$ cat config.mk
export PLATFORM = sky130hd
export DESIGN_NAME = bw_mult
export DESIGN_NICKNAME = d
export VERILOG_FILES = /design/src/rtl/bw_pkg.sv /design/src/rtl/bw_ppgen.sv /design/src/rtl/bw_csa_row.sv /design/src/rtl/bw_csa_array.sv /design/src/rtl/bw_cpa.sv /design/src/rtl/bw_mult.sv
export SDC_FILE = /design/constraint.sdc
export NUM_CORES = 1
export LEC_CHECK = 0
export ABC_AREA = 1
export ABC_CLOCK_PERIOD_IN_PS = 8100
export BUFFER_PORTS_ARGS = -buffer_cell sky130_fd_sc_hd__buf_2
export CELL_PAD_IN_SITES_DETAIL_PLACEMENT = 1
export CELL_PAD_IN_SITES_GLOBAL_PLACEMENT = 1
export CORE_MARGIN = 5
export CORE_UTILIZATION = 40
export CTS_BUF_LIST = sky130_fd_sc_hd__clkbuf_8
export CTS_CLUSTER_DIAMETER = 60
export DETAILED_ROUTE_END_ITERATION = 16
export GPL_TIMING_DRIVEN = 1
export HOLD_SLACK_MARGIN = 0.08
export PLACE_DENSITY_LB_ADDON = 0.1
export SLEW_MARGIN = 20
export SYNTH_ARGS = -nofsm -noshare
export SYNTH_HDL_FRONTEND = slang
export SYNTH_SLANG_ARGS = --single-unit
$ cat constraint.sdc
create_clock -name clk -period 8.1 [get_ports clk]
set_clock_uncertainty 0.15 [all_clocks]
set_input_delay 1.215 -clock clk [delete_from_list [all_inputs] [get_ports clk]]
set_output_delay 1.215 -clock clk [all_outputs]
set_load 0.02 [all_outputs]
$ cat src/rtl/bw_pkg.sv
package bw_pkg;

    // How a partial-product bit is formed from its AND gate
    typedef enum logic [0:0] {
        PP_PLAIN    = 1'b0,
        PP_INVERTED = 1'b1
    } pp_kind_e;

    // Result of one 3:2 counter
    typedef struct packed {
        logic s;
        logic c;
    } fa_out_t;

    // A bit is inverted when exactly one of its two indices is the top bit
    function automatic pp_kind_e pp_kind(int row, int col, int w);
        return ((row == w - 1) != (col == w - 1)) ? PP_INVERTED : PP_PLAIN;
    endfunction

    function automatic fa_out_t full_add(logic x, logic y, logic z);
        fa_out_t r;
        r.s = x ^ y ^ z;
        r.c = (x & y) | (x & z) | (y & z);
        return r;
    endfunction

    // Pre-summed correction constant: ones at weights w and 2w-1
    function automatic logic fix_bit(int pos, int w);
        return (pos == w) || (pos == 2 * w - 1);
    endfunction

endpackage

$ cat src/rtl/bw_ppgen.sv
module bw_ppgen
    import bw_pkg::*;
#(
    parameter int W = 8
) (
    input  logic [W-1:0]     a,
    input  logic [W-1:0]     b,
    output logic [2*W-1:0]   rows [W],
    output logic [2*W-1:0]   fix_vec
);
    localparam int PW = 2 * W;

    for (genvar j = 0; j < W; j++) begin : g_row
        for (genvar k = 0; k < PW; k++) begin : g_bit
            if (k >= j && k < j + W) begin : g_pp
                if (pp_kind(j, k - j, W) == PP_INVERTED) begin : g_inv
                    assign rows[j][k] = ~(a[k-j] & b[j]);
                end else begin : g_and
                    assign rows[j][k] = a[k-j] & b[j];
                end
            end else begin : g_zero
                assign rows[j][k] = 1'b0;
            end
        end
    end

    for (genvar k = 0; k < PW; k++) begin : g_fix
        assign fix_vec[k] = fix_bit(k, W);
    end

endmodule

$ cat src/rtl/bw_csa_row.sv
module bw_csa_row
    import bw_pkg::*;
#(
    parameter int PW = 16
) (
    input  logic [PW-1:0] x,
    input  logic [PW-1:0] y,
    input  logic [PW-1:0] z,
    output logic [PW-1:0] sum,
    output logic [PW-1:0] carry
);
    assign carry[0] = 1'b0;

    for (genvar k = 0; k < PW; k++) begin : g_col
        if (k < PW - 1) begin : g_fa
            fa_out_t fo;
            assign fo         = full_add(x[k], y[k], z[k]);
            assign sum[k]     = fo.s;
            assign carry[k+1] = fo.c;
        end else begin : g_top
            assign sum[k] = x[k] ^ y[k] ^ z[k];
        end
    end

endmodule

$ cat src/rtl/bw_csa_array.sv
module bw_csa_array #(
    parameter int W = 8
) (
    input  logic [2*W-1:0] rows [W],
    input  logic [2*W-1:0] fix_vec,
    output logic [2*W-1:0] sum_vec,
    output logic [2*W-1:0] carry_vec
);
    localparam int PW = 2 * W;

    logic [PW-1:0] s_acc [W];
    logic [PW-1:0] c_acc [W];

    // The correction ones enter as the first carry vector, so no extra row is needed
    assign s_acc[0] = rows[0];
    assign c_acc[0] = fix_vec;

    for (genvar j = 1; j < W; j++) begin : g_stage
        bw_csa_row #(.PW(PW)) u_row (
            .x    (s_acc[j-1]),
            .y    (c_acc[j-1]),
            .z    (rows[j]),
            .sum  (s_acc[j]),
            .carry(c_acc[j])
        );
    end

    assign sum_vec   = s_acc[W-1];
    assign carry_vec = c_acc[W-1];

endmodule

$ cat src/rtl/bw_cpa.sv
module bw_cpa
    import bw_pkg::*;
#(
    parameter int PW = 16
) (
    input  logic [PW-1:0] x,
    input  logic [PW-1:0] y,
    output logic [PW-1:0] s
);
    logic [PW-1:0] cy;

    assign cy[0] = 1'b0;

    for (genvar k = 0; k < PW; k++) begin : g_bit
        if (k < PW - 1) begin : g_fa
            fa_out_t fo;
            assign fo      = full_add(x[k], y[k], cy[k]);
            assign s[k]    = fo.s;
            assign cy[k+1] = fo.c;
        end else begin : g_top
            assign s[k] = x[k] ^ y[k] ^ cy[k];
        end
    end

endmodule

$ cat src/rtl/bw_mult.sv
module bw_mult #(
    parameter int WIDTH   = 8,
    parameter bit OUT_REG = 1'b1
) (
    input  logic               clk,
    input  logic               rst,
    input  logic [WIDTH-1:0]   a,
    input  logic [WIDTH-1:0]   b,
    output logic [2*WIDTH-1:0] p
);
    localparam int PW = 2 * WIDTH;

    logic [PW-1:0] pp_rows [WIDTH];
    logic [PW-1:0] fix_vec;
    logic [PW-1:0] red_sum;
    logic [PW-1:0] red_carry;
    logic [PW-1:0] prod;
    logic [PW-1:0] prod_q;

    bw_ppgen #(.W(WIDTH)) u_ppgen (
        .a      (a),
        .b      (b),
        .rows   (pp_rows),
        .fix_vec(fix_vec)
    );

    bw_csa_array #(.W(WIDTH)) u_array (
        .rows     (pp_rows),
        .fix_vec  (fix_vec),
        .sum_vec  (red_sum),
        .carry_vec(red_carry)
    );

    bw_cpa #(.PW(PW)) u_cpa (
        .x(red_sum),
        .y(red_carry),
        .s(prod)
    );

    always_ff @(posedge clk) begin
        if (rst) begin
            prod_q <= '0;
        end else begin
            prod_q <= prod;
        end
    end

    assign p = OUT_REG ? prod_q : prod;

endmodule

# After elaboration in Yosys (flattened, before gate mapping)

Index checks and enable logic that the tools add are counted.
Widths: inputs -> output; s select.

Bitwise logic cells: 444

Operator list:

| cell        | number |
|---|---|
| $and 1x1->1 | 222 |
| $xor 1x1->1 | 111 |
| $or 1x1->1  | 96 |
| $not 1->1   | 15 |

Word-level logic and storage cells: 445
Register bits: 16
Output and inout port bits: 16

# Depth between registers and ports, before layout

Gate-level depths: netlist of the first run.

Depth in word-level cells: 40
Mapped depth: 27
Mapped depth without buffers: 26

# By module

From an unflattened synthesis of the first run, not the netlist that was laid out.

Cell total of the unflattened synthesis: 469
Area, all modules: 4349.2 sq um

By module, submodules not included:

| module     | area an instance (sq um) | cells each | instances |
|---|---|---|---|
| bw_csa_row | 346.6                    | 26         | 7 |
| bw_ppgen   | 1116.1                   | 212        | 1 |
| bw_mult    | 474.2                    | 50         | 1 |
| bw_cpa     | 332.8                    | 25         | 1 |

# Worst setup path before layout of the first run

Ideal clock, no wire load.

Path kind: in2reg
Start: input port a[6]
End: register prod_q[15] (netlist: p[15])
Stages: 25
Data required time: 7.837 ns
Path slack: 0.373 ns
Arrival: 7.465 ns
Path through: buf_2 -> nand2_1 -> inv_1 -> ha_1 -> inv_1 -> fa_1 -> inv_1 -> fa_1 -> fa_1 -> inv_1 -> fa_1 -> inv_1 -> fa_1 -> fa_1 -> ha_1 -> fa_1 -> fa_1 -> fa_1 -> fa_1 -> fa_1 -> fa_1 -> inv_1 -> nand2_1 -> nand2_1 -> nor2_1

Cells in the longest elaborated chain, start to end: 36

RTL lines:

| item                                            | line                       | source |
|---|---|---|
| start: declaration                              | bw_mult.sv:7               | `input logic [WIDTH-1:0] a,` |
| $and 1x1->1                                     | bw_ppgen.sv:19             | `assign rows[j][k] = a[k-j] & b[j];` |
| $xor 1x1->1                                     | bw_pkg.sv:22               | `r.s = x ^ y ^ z;` |
| $and 1x1->1 or $xor 1x1->1 (tied branches)      | bw_pkg.sv:23, bw_pkg.sv:22 |  |
| $or 1x1->1 or $xor 1x1->1 (tied branches)       | bw_pkg.sv:23, bw_pkg.sv:22 |  |
| $or 1x1->1 (tied with other cells)              | bw_pkg.sv:23               | `r.c = (x & y) \| (x & z) \| (y & z);` |
| $and 1x1->1 (tied with other cells)             | bw_pkg.sv:23               |  |
| $or 1x1->1 (tied with other cells) (2 in a row) | bw_pkg.sv:23               |  |
| $and 1x1->1 (tied with other cells)             | bw_pkg.sv:23               |  |
| [17 not listed]                                 | --                         |  |
| $and 1x1->1                                     | bw_pkg.sv:23               |  |
| $or 1x1->1 (2 in a row)                         | bw_pkg.sv:23               |  |
| $and 1x1->1                                     | bw_pkg.sv:23               |  |
| $or 1x1->1 (2 in a row)                         | bw_pkg.sv:23               |  |
| $and 1x1->1                                     | bw_pkg.sv:23               |  |
| $or 1x1->1                                      | bw_pkg.sv:23               |  |
| $or 1x1->1 (*)                                  | bw_pkg.sv:23               |  |
| $xor 1x1->1 (*)                                 | bw_cpa.sv:21               | `assign s[k] = x[k] ^ y[k] ^ cy[k];` |
| end signal: assignment                          | bw_mult.sv:44              | `prod_q <= prod;` |
| end: declaration                                | bw_mult.sv:18              | `logic [PW-1:0] prod_q;` |

Every way passes the cells marked *; elsewhere a longest branch is shown, timed or not.
A chain may end at the register's enable or synchronous reset.

# Worst setup path in the final report of the first run

Start: input port b[1]
End: register prod_q[15] (netlist: p[15])

Cells in the longest elaborated chain, start to end: 40

RTL lines:

| item                                       | line                       | source |
|---|---|---|
| start: declaration                         | bw_mult.sv:8               | `input logic [WIDTH-1:0] b,` |
| $and 1x1->1                                | bw_ppgen.sv:19             |  |
| $xor 1x1->1 or $and 1x1->1 (tied branches) | bw_pkg.sv:22, bw_pkg.sv:23 |  |
| $and 1x1->1                                | bw_pkg.sv:23               |  |
| $or 1x1->1 (2 in a row)                    | bw_pkg.sv:23               |  |
| $and 1x1->1                                | bw_pkg.sv:23               |  |
| $or 1x1->1 (2 in a row)                    | bw_pkg.sv:23               |  |
| $and 1x1->1                                | bw_pkg.sv:23               |  |
| $or 1x1->1 (2 in a row)                    | bw_pkg.sv:23               |  |
| [17 not listed]                            | --                         |  |
| $or 1x1->1 (2 in a row)                    | bw_pkg.sv:23               |  |
| $and 1x1->1                                | bw_pkg.sv:23               |  |
| $or 1x1->1 (2 in a row)                    | bw_pkg.sv:23               |  |
| $and 1x1->1                                | bw_pkg.sv:23               |  |
| $or 1x1->1 (2 in a row)                    | bw_pkg.sv:23               |  |
| $and 1x1->1                                | bw_pkg.sv:23               |  |
| $or 1x1->1 (2 in a row)                    | bw_pkg.sv:23               |  |
| $xor 1x1->1 (*)                            | bw_cpa.sv:21               |  |

Marked as above.

==> results by group, run 1 <==
Run status
  – Status: completed

Worst hold path
  – Min-delay worst type: input port to flip-flop

Critical path
  – CP endpoint kind: flip-flop
  – Largest fanout on the critical path: 8
  – Worst Path Class, Setup: input port to flip-flop
  – WP data arrival: 7640 ps
  – Startpoint Class: input port
  – CP required: 8100 ps

Timing
  – Min setup slack post-route: 462 ps
  – Worst slew pin tran: 294 ps
  – FMAX: 0.131 GHz
  – Final setup viols: 0
  – Final Cycle Share: 94.3%
  – Fin crit period: 7640 ps
  – RSZ-0062 raised after global routing: no
  – Setup_tns: 0 ps
  – Slew margin rel.: 80.4%
  – Hold Vio Cnt, Final: 0
  – Final Max Tran Viols: 0

Layout
  – Layout cells sized above 1: 13.3%
  – Final core occ: 45.7%
  – Diode count: 0
  – Non-Filler Instances: 349
  – Max reg flops: 16
  – Nets@finish: 360
  – Area Overhead vs Synth: 9.25%

Power
  – Pwr per Cell Area: 260 nW/µm²
  – VDD IR max: 0.000141 V
  – Design Power: 0.000619 W
  – Leakage Power: 1.40 nW

Placed design
  – Pre-CTS setup slack: 97.5 ps
  – Placed instance count: 345
  – Post-DP HPWL: 3440 µm
  – Port bufs: 33
  – Gp weighted congestion: 0.709

Routing
  – Vias per cell: 4.32
  – DRC viols: 0
  – Via count: 1,509
  – WL/cell: 10.5 µm
  – Total wire length: 3680 µm
  – Detailed Route Iter0 Violations: 11
  – ANT nets after route: 0
  – DR pass1 iterations: 3

Synth
  – Synth Cell Area: 2180 µm²
  – Synth top area share: 44.1%
  – Syn avg cell area: 8.38 µm²
  – Synth cell count leaders: inv_1, nand2_1, fa_1
  – Most area-hungry cell type in the Yosys netlist: fa_1
  – #FFs+latches synth: 16
  – Cell variety after synth: 9
  – Synth Net Count: 340
  – Synth async-reset ratio: 0%
  – Gate Count Post-Synth: 260
  – Post-synthesis sequential area ratio: 14.7%
  – Ys flop type: dfxtp_1
  – Top-count cell post-synth: inv_1
  – Synth area leaders: fa_1, dfxtp_1, inv_1, nand2_1, ha_1
  – YS warnings: 0
  – Post-synth EDFFs: 0

Die
  – Chip Height: 83.8 µm
  – # rows: 26
  – Placeable core region: 5200 µm²
  – Die area: 7020 µm²
  – Total I/O pin count: 34
  – Initial Utilization: 41.9%
  – Horiz. Die Dim: 83.8 µm

GRT
  – Vias in the first global route: 1,583
  – Largest net degree at the start of global routing: 17
  – GRT Total Usage: 11.3%
  – Gr ovfl total: 0
  – Initial antenna violation count: 0
  – First-pass GRT wire length: 6600 µm

Clock tree
  – Clk slew on worst S/H paths: 70 ps
  – Max Buffers Root-to-Sink: 2
  – CTS Root Buffer Type: clkbuf_8
  – Clock sink total: 16
  – Maximum level of the CTS H-tree: 1
  – CTS buffer count: 3
  – CTS tree: built
  – Postcts setup bufs: 0
  – Post-CTS Hold Buffers: 0
  – Post-CTS sizing: 0

Job
  – Max cap viols: 0
layout by cell type (no fill, tap or decap):
cell type	synthesis	routed
nor2_1	17	17
dfxtp_1	16	16
inv_1	81	81
clkbuf_8	0	4
buf_2	16	33
ha_1	14	14
fa_1	48	48
nand2_1	66	66
cell families after synthesis:
group / Yosys count / share of synthesized area [%]
AND/OR/NAND/NOR: 83 / 14.3
adder cells (fa/ha/maj): 62 / 52.2
flip-flops: 16 / 14.7
buffers and inverters: 99 / 18.8
worst max-delay path, cell delays in order:
cell	delay, ps
buf_2	150
nand2_1	70
inv_1	40
ha_1	260
inv_1	50
fa_1	530
inv_1	50
fa_1	510
fa_1	550
inv_1	50
fa_1	520
inv_1	50
fa_1	440
fa_1	400
ha_1	200
fa_1	370
fa_1	380
fa_1	390
fa_1	400
fa_1	410
fa_1	360
inv_1	80
nand2_1	50
nand2_1	60
nor2_1	40
metal layers:
layer / routed length [µm] / GRT usage (%)
met3: 95 / 1.38
met5: 0 / 0
met4: 82 / 5.70
met2: 1960 / 20.4
met1: 1540 / 13.1
final timing paths:
path	cells after the start	from	end
hold / removal	3	a[0]	p[0]
setup / recovery	25	b[1]	p[15]
cell type report:
class / count / area, µm²
Tap cell: 70 / 87.6
Multi-Input combinational cell: 145 / 1450
Inverter: 81 / 304
Timing Repair Buffer: 33 / 165
Sequential cell: 16 / 320
Clock buffer: 4 / 55.1
Fill cell: 643 / 2830
stage by stage:
stage	hold WS (ps)	instance area, µm²
4_1_cts	1090	2380
3_5_place_dp	1380	2320
3_3_place_gp	1370	2320
5_1_grt	1110	2380
6_report	1100	2380
2_1_floorplan	1250	2180
power breakdown:
group	internal [W]	switching, W	leakage (nW)	total [W]
clock network	0.0000432	0.0000299	0.0288	0.0000731
registers	0.000108	0.00000425	0.133	0.000112
logic	0.000184	0.000250	1.24	0.000433
total	0.000335	0.000284	1.40	0.000619
No activity file was read; power rests on OpenSTA's default activity.
==> inputs of run 2 (changes only) <==
PLACE_DENSITY = 0.88   (was not set)
PLACE_DENSITY_LB_ADDON = not set   (was 0.1)
==> run 2 against run 1 <==
Net effect:
- final cell count is the same
- non-clock buffer count is the same
- worst setup slack lost 160 ps
- largest cell class unchanged
- first-iteration DRC count grew to 3.2 times the previous value
- worst hold slack gained 27 ps
- final area is the same
- highest routed layer unchanged
- maximum frequency shrank 2.1%
- sequential share of layout area is the same
- via count grew 2.2%
- combinational power grew 5.5%
- power grew 3.6%
- die area is the same
==> results by group, run 2 (synthesized netlist as in run 1, its figures left out) <==
Timing
  – Final setup viols: 0 (unchanged)
  – FMAX: 0.128 GHz (-2.1%)
  – Hold Vio Cnt, Final: 0 (unchanged)
  – Min setup slack post-route: 298 ps (-164 ps)
  – Fin crit period: 7800 ps (+164 ps)
  – RSZ-0062 raised after global routing: no
  – Final Cycle Share: 96.3% (+2.0 points)
  – Slew margin rel.: 81.8% (+1.4 points)
  – Worst slew pin tran: 273 ps (-21.5 ps)
  – Final Max Tran Viols: 0 (unchanged)

Routing
  – DR pass1 iterations: 4 (+1)
  – DRC viols: 0 (unchanged)
  – Detailed Route Iter0 Violations: 35 (+24)
  – Total wire length: 4270 µm (+16%)
  – ANT nets after route: 0 (unchanged)
  – Vias per cell: 4.42 (+2.2%)
  – Via count: 1,542 (+2.2%)
  – WL/cell: 12.2 µm (+16%)

Layout
  – Commonest non-fill, non-tap cell in the layout: inv_1
  – Area Overhead vs Synth: 9.25% (unchanged)
  – Max reg flops: 16 (unchanged)
  – Nets@finish: 360 (unchanged)
  – Diode count: 0 (unchanged)
  – Layout cells sized above 1: 13.3% (unchanged)
  – Commonest cells after routing, fill and taps aside: inv_1, nand2_1, fa_1
  – Design area: 2380 µm² (unchanged)
  – Final core occ: 45.7% (unchanged)
  – Fillers: 675 (+5.0%)

GRT
  – First-pass GRT wire length: 7580 µm (+15%)
  – GRT Total Usage: 13.4% (+2.1 points)
  – Gr ovfl total: 0 (unchanged)
  – Vias in the first global route: 1,716 (+8.4%)
  – Largest net degree at the start of global routing: 17 (unchanged)
  – Initial antenna violation count: 0 (unchanged)

Power
  – Leakage Power: 1.40 nW (unchanged)
  – VDD IR max: 0.000124 V (-12%)
  – Pwr per Cell Area: 269 nW/µm² (+3.6%)

Placed design
  – Pre-CTS setup slack: -30.8 ps (-128 ps)
  – Port bufs: 33 (unchanged)
  – Post-DP HPWL: 4100 µm (+19%)
  – Gp weighted congestion: 0.712 (+0.44%)
  – DP Area: 2320 µm² (unchanged)

Critical path
  – CP endpoint kind: flip-flop
  – Worst Path Class, Setup: input port to flip-flop
  – Critical Path, Cell by Cell: buf_2 -> nand2_1 -> inv_1 -> ha_1 -> fa_1 -> inv_1 -> fa_1 -> fa_1 -> fa_1 -> fa_1 -> fa_1 -> inv_1 -> ha_1 -> fa_1 -> fa_1 -> fa_1 -> fa_1 -> fa_1 -> fa_1 -> inv_1 -> nand2_1 -> nand2_1 -> nor2_1
  – WP data arrival: 7800 ps (+160 ps)
  – Slowest CP cell: fa_1
  – Largest fanout on the critical path: 8 (unchanged)
  – Startpoint Class: input port
  – CP required: 8100 ps (about the same)
  – Most common cell on crit path: fa_1
  – CP max stage delay: 550 ps (about the same)

Die
  – # rows: 26 (unchanged)
  – Initial Utilization: 41.9% (unchanged)
  – Total I/O pin count: 34 (unchanged)
  – Horiz. Die Dim: 83.8 µm (unchanged)
  – Placeable core region: 5200 µm² (unchanged)
  – Die area: 7020 µm² (unchanged)
  – Chip Height: 83.8 µm (unchanged)

Clock tree
  – Clock sink total: 16 (unchanged)
  – CTS tree: built
  – Clk slew on worst S/H paths: 60 ps (about the same)
  – Post-CTS sizing: 0 (unchanged)
  – Max Buffers Root-to-Sink: 2 (unchanged)
  – CTS buffer count: 3 (unchanged)
  – CTS Root Buffer Type: clkbuf_8
  – Maximum level of the CTS H-tree: 1 (unchanged)
  – Post-CTS Hold Buffers: 0 (unchanged)
  – Postcts setup bufs: 0 (unchanged)

Job
  – Max cap viols: 0 (unchanged)

Run status
  – Status: completed

Worst hold path
  – Min-delay worst type: input port to flip-flop
-- run 2: cell counts in the layout (fill, tap and decap cells not counted) --
Identical to the previous run, type by type.
-- run 2: per-layer routing --
metal	share of wire, %	wire (µm)	global-route usage (%)	vias to the layer above
li1	-	-	-	732
met1	37	1590	14.7	766
met2	57	2430	26.0	34
met3	3.5	149	2.37	10
met4	2.6	111	3.95	0
met5	0	0	0	-
-- run 2: worst max-delay path, delay by kind of cell --
kind / cells / cell delay [ps]
buf+inv: 5 / 410
fa+ha+maj: 14 / 5930
simple gates: 4 / 230
-- run 2: cell type report --
type                            instances  area, µm²  area share [%]
Clock buffer                            4       55.1            2.31
Inverter                               81        304            12.8
Multi-Input combinational cell        145       1450            60.8
Sequential cell                        16        320            13.5
Tap cell                               70       87.6            3.68
Timing Repair Buffer                   33        165            6.94
-- run 2: power breakdown --
part	internal [W]	leakage (nW)	switching, W
combinational	0.000192	1.24	0.000265
sequential	0.000108	0.133	0.00000488
clock	0.0000431	0.0288	0.0000281
total	0.000343	1.40	0.000298
-- run 2: final timing paths --
| kind | start | end | slack, ps | cells after the start |
|---|---|---|---|---|
| setup / recovery | b[1] | p[15] | 300 | 23 |
| hold / removal | a[0] | p[0] | 1120 | 3 |
-- run 2: metrics by stage --
| stage | TNS [ps] | total power (W) | hold slack, ps | instances |
|---|---|---|---|---|
| after floorplan | 0 | 0.000473 | 1250 | 260 |
| after global placement | 0 | 0.000551 | 1390 | 345 |
| after detailed placement | -30.8 | 0.000589 | 1390 | 345 |
| after CTS | 0 | 0.000665 | 1120 | 349 |
| after global routing | 0 | 0.000736 | 1160 | 349 |
| final | 0 | 0.000641 | 1120 | 349 |
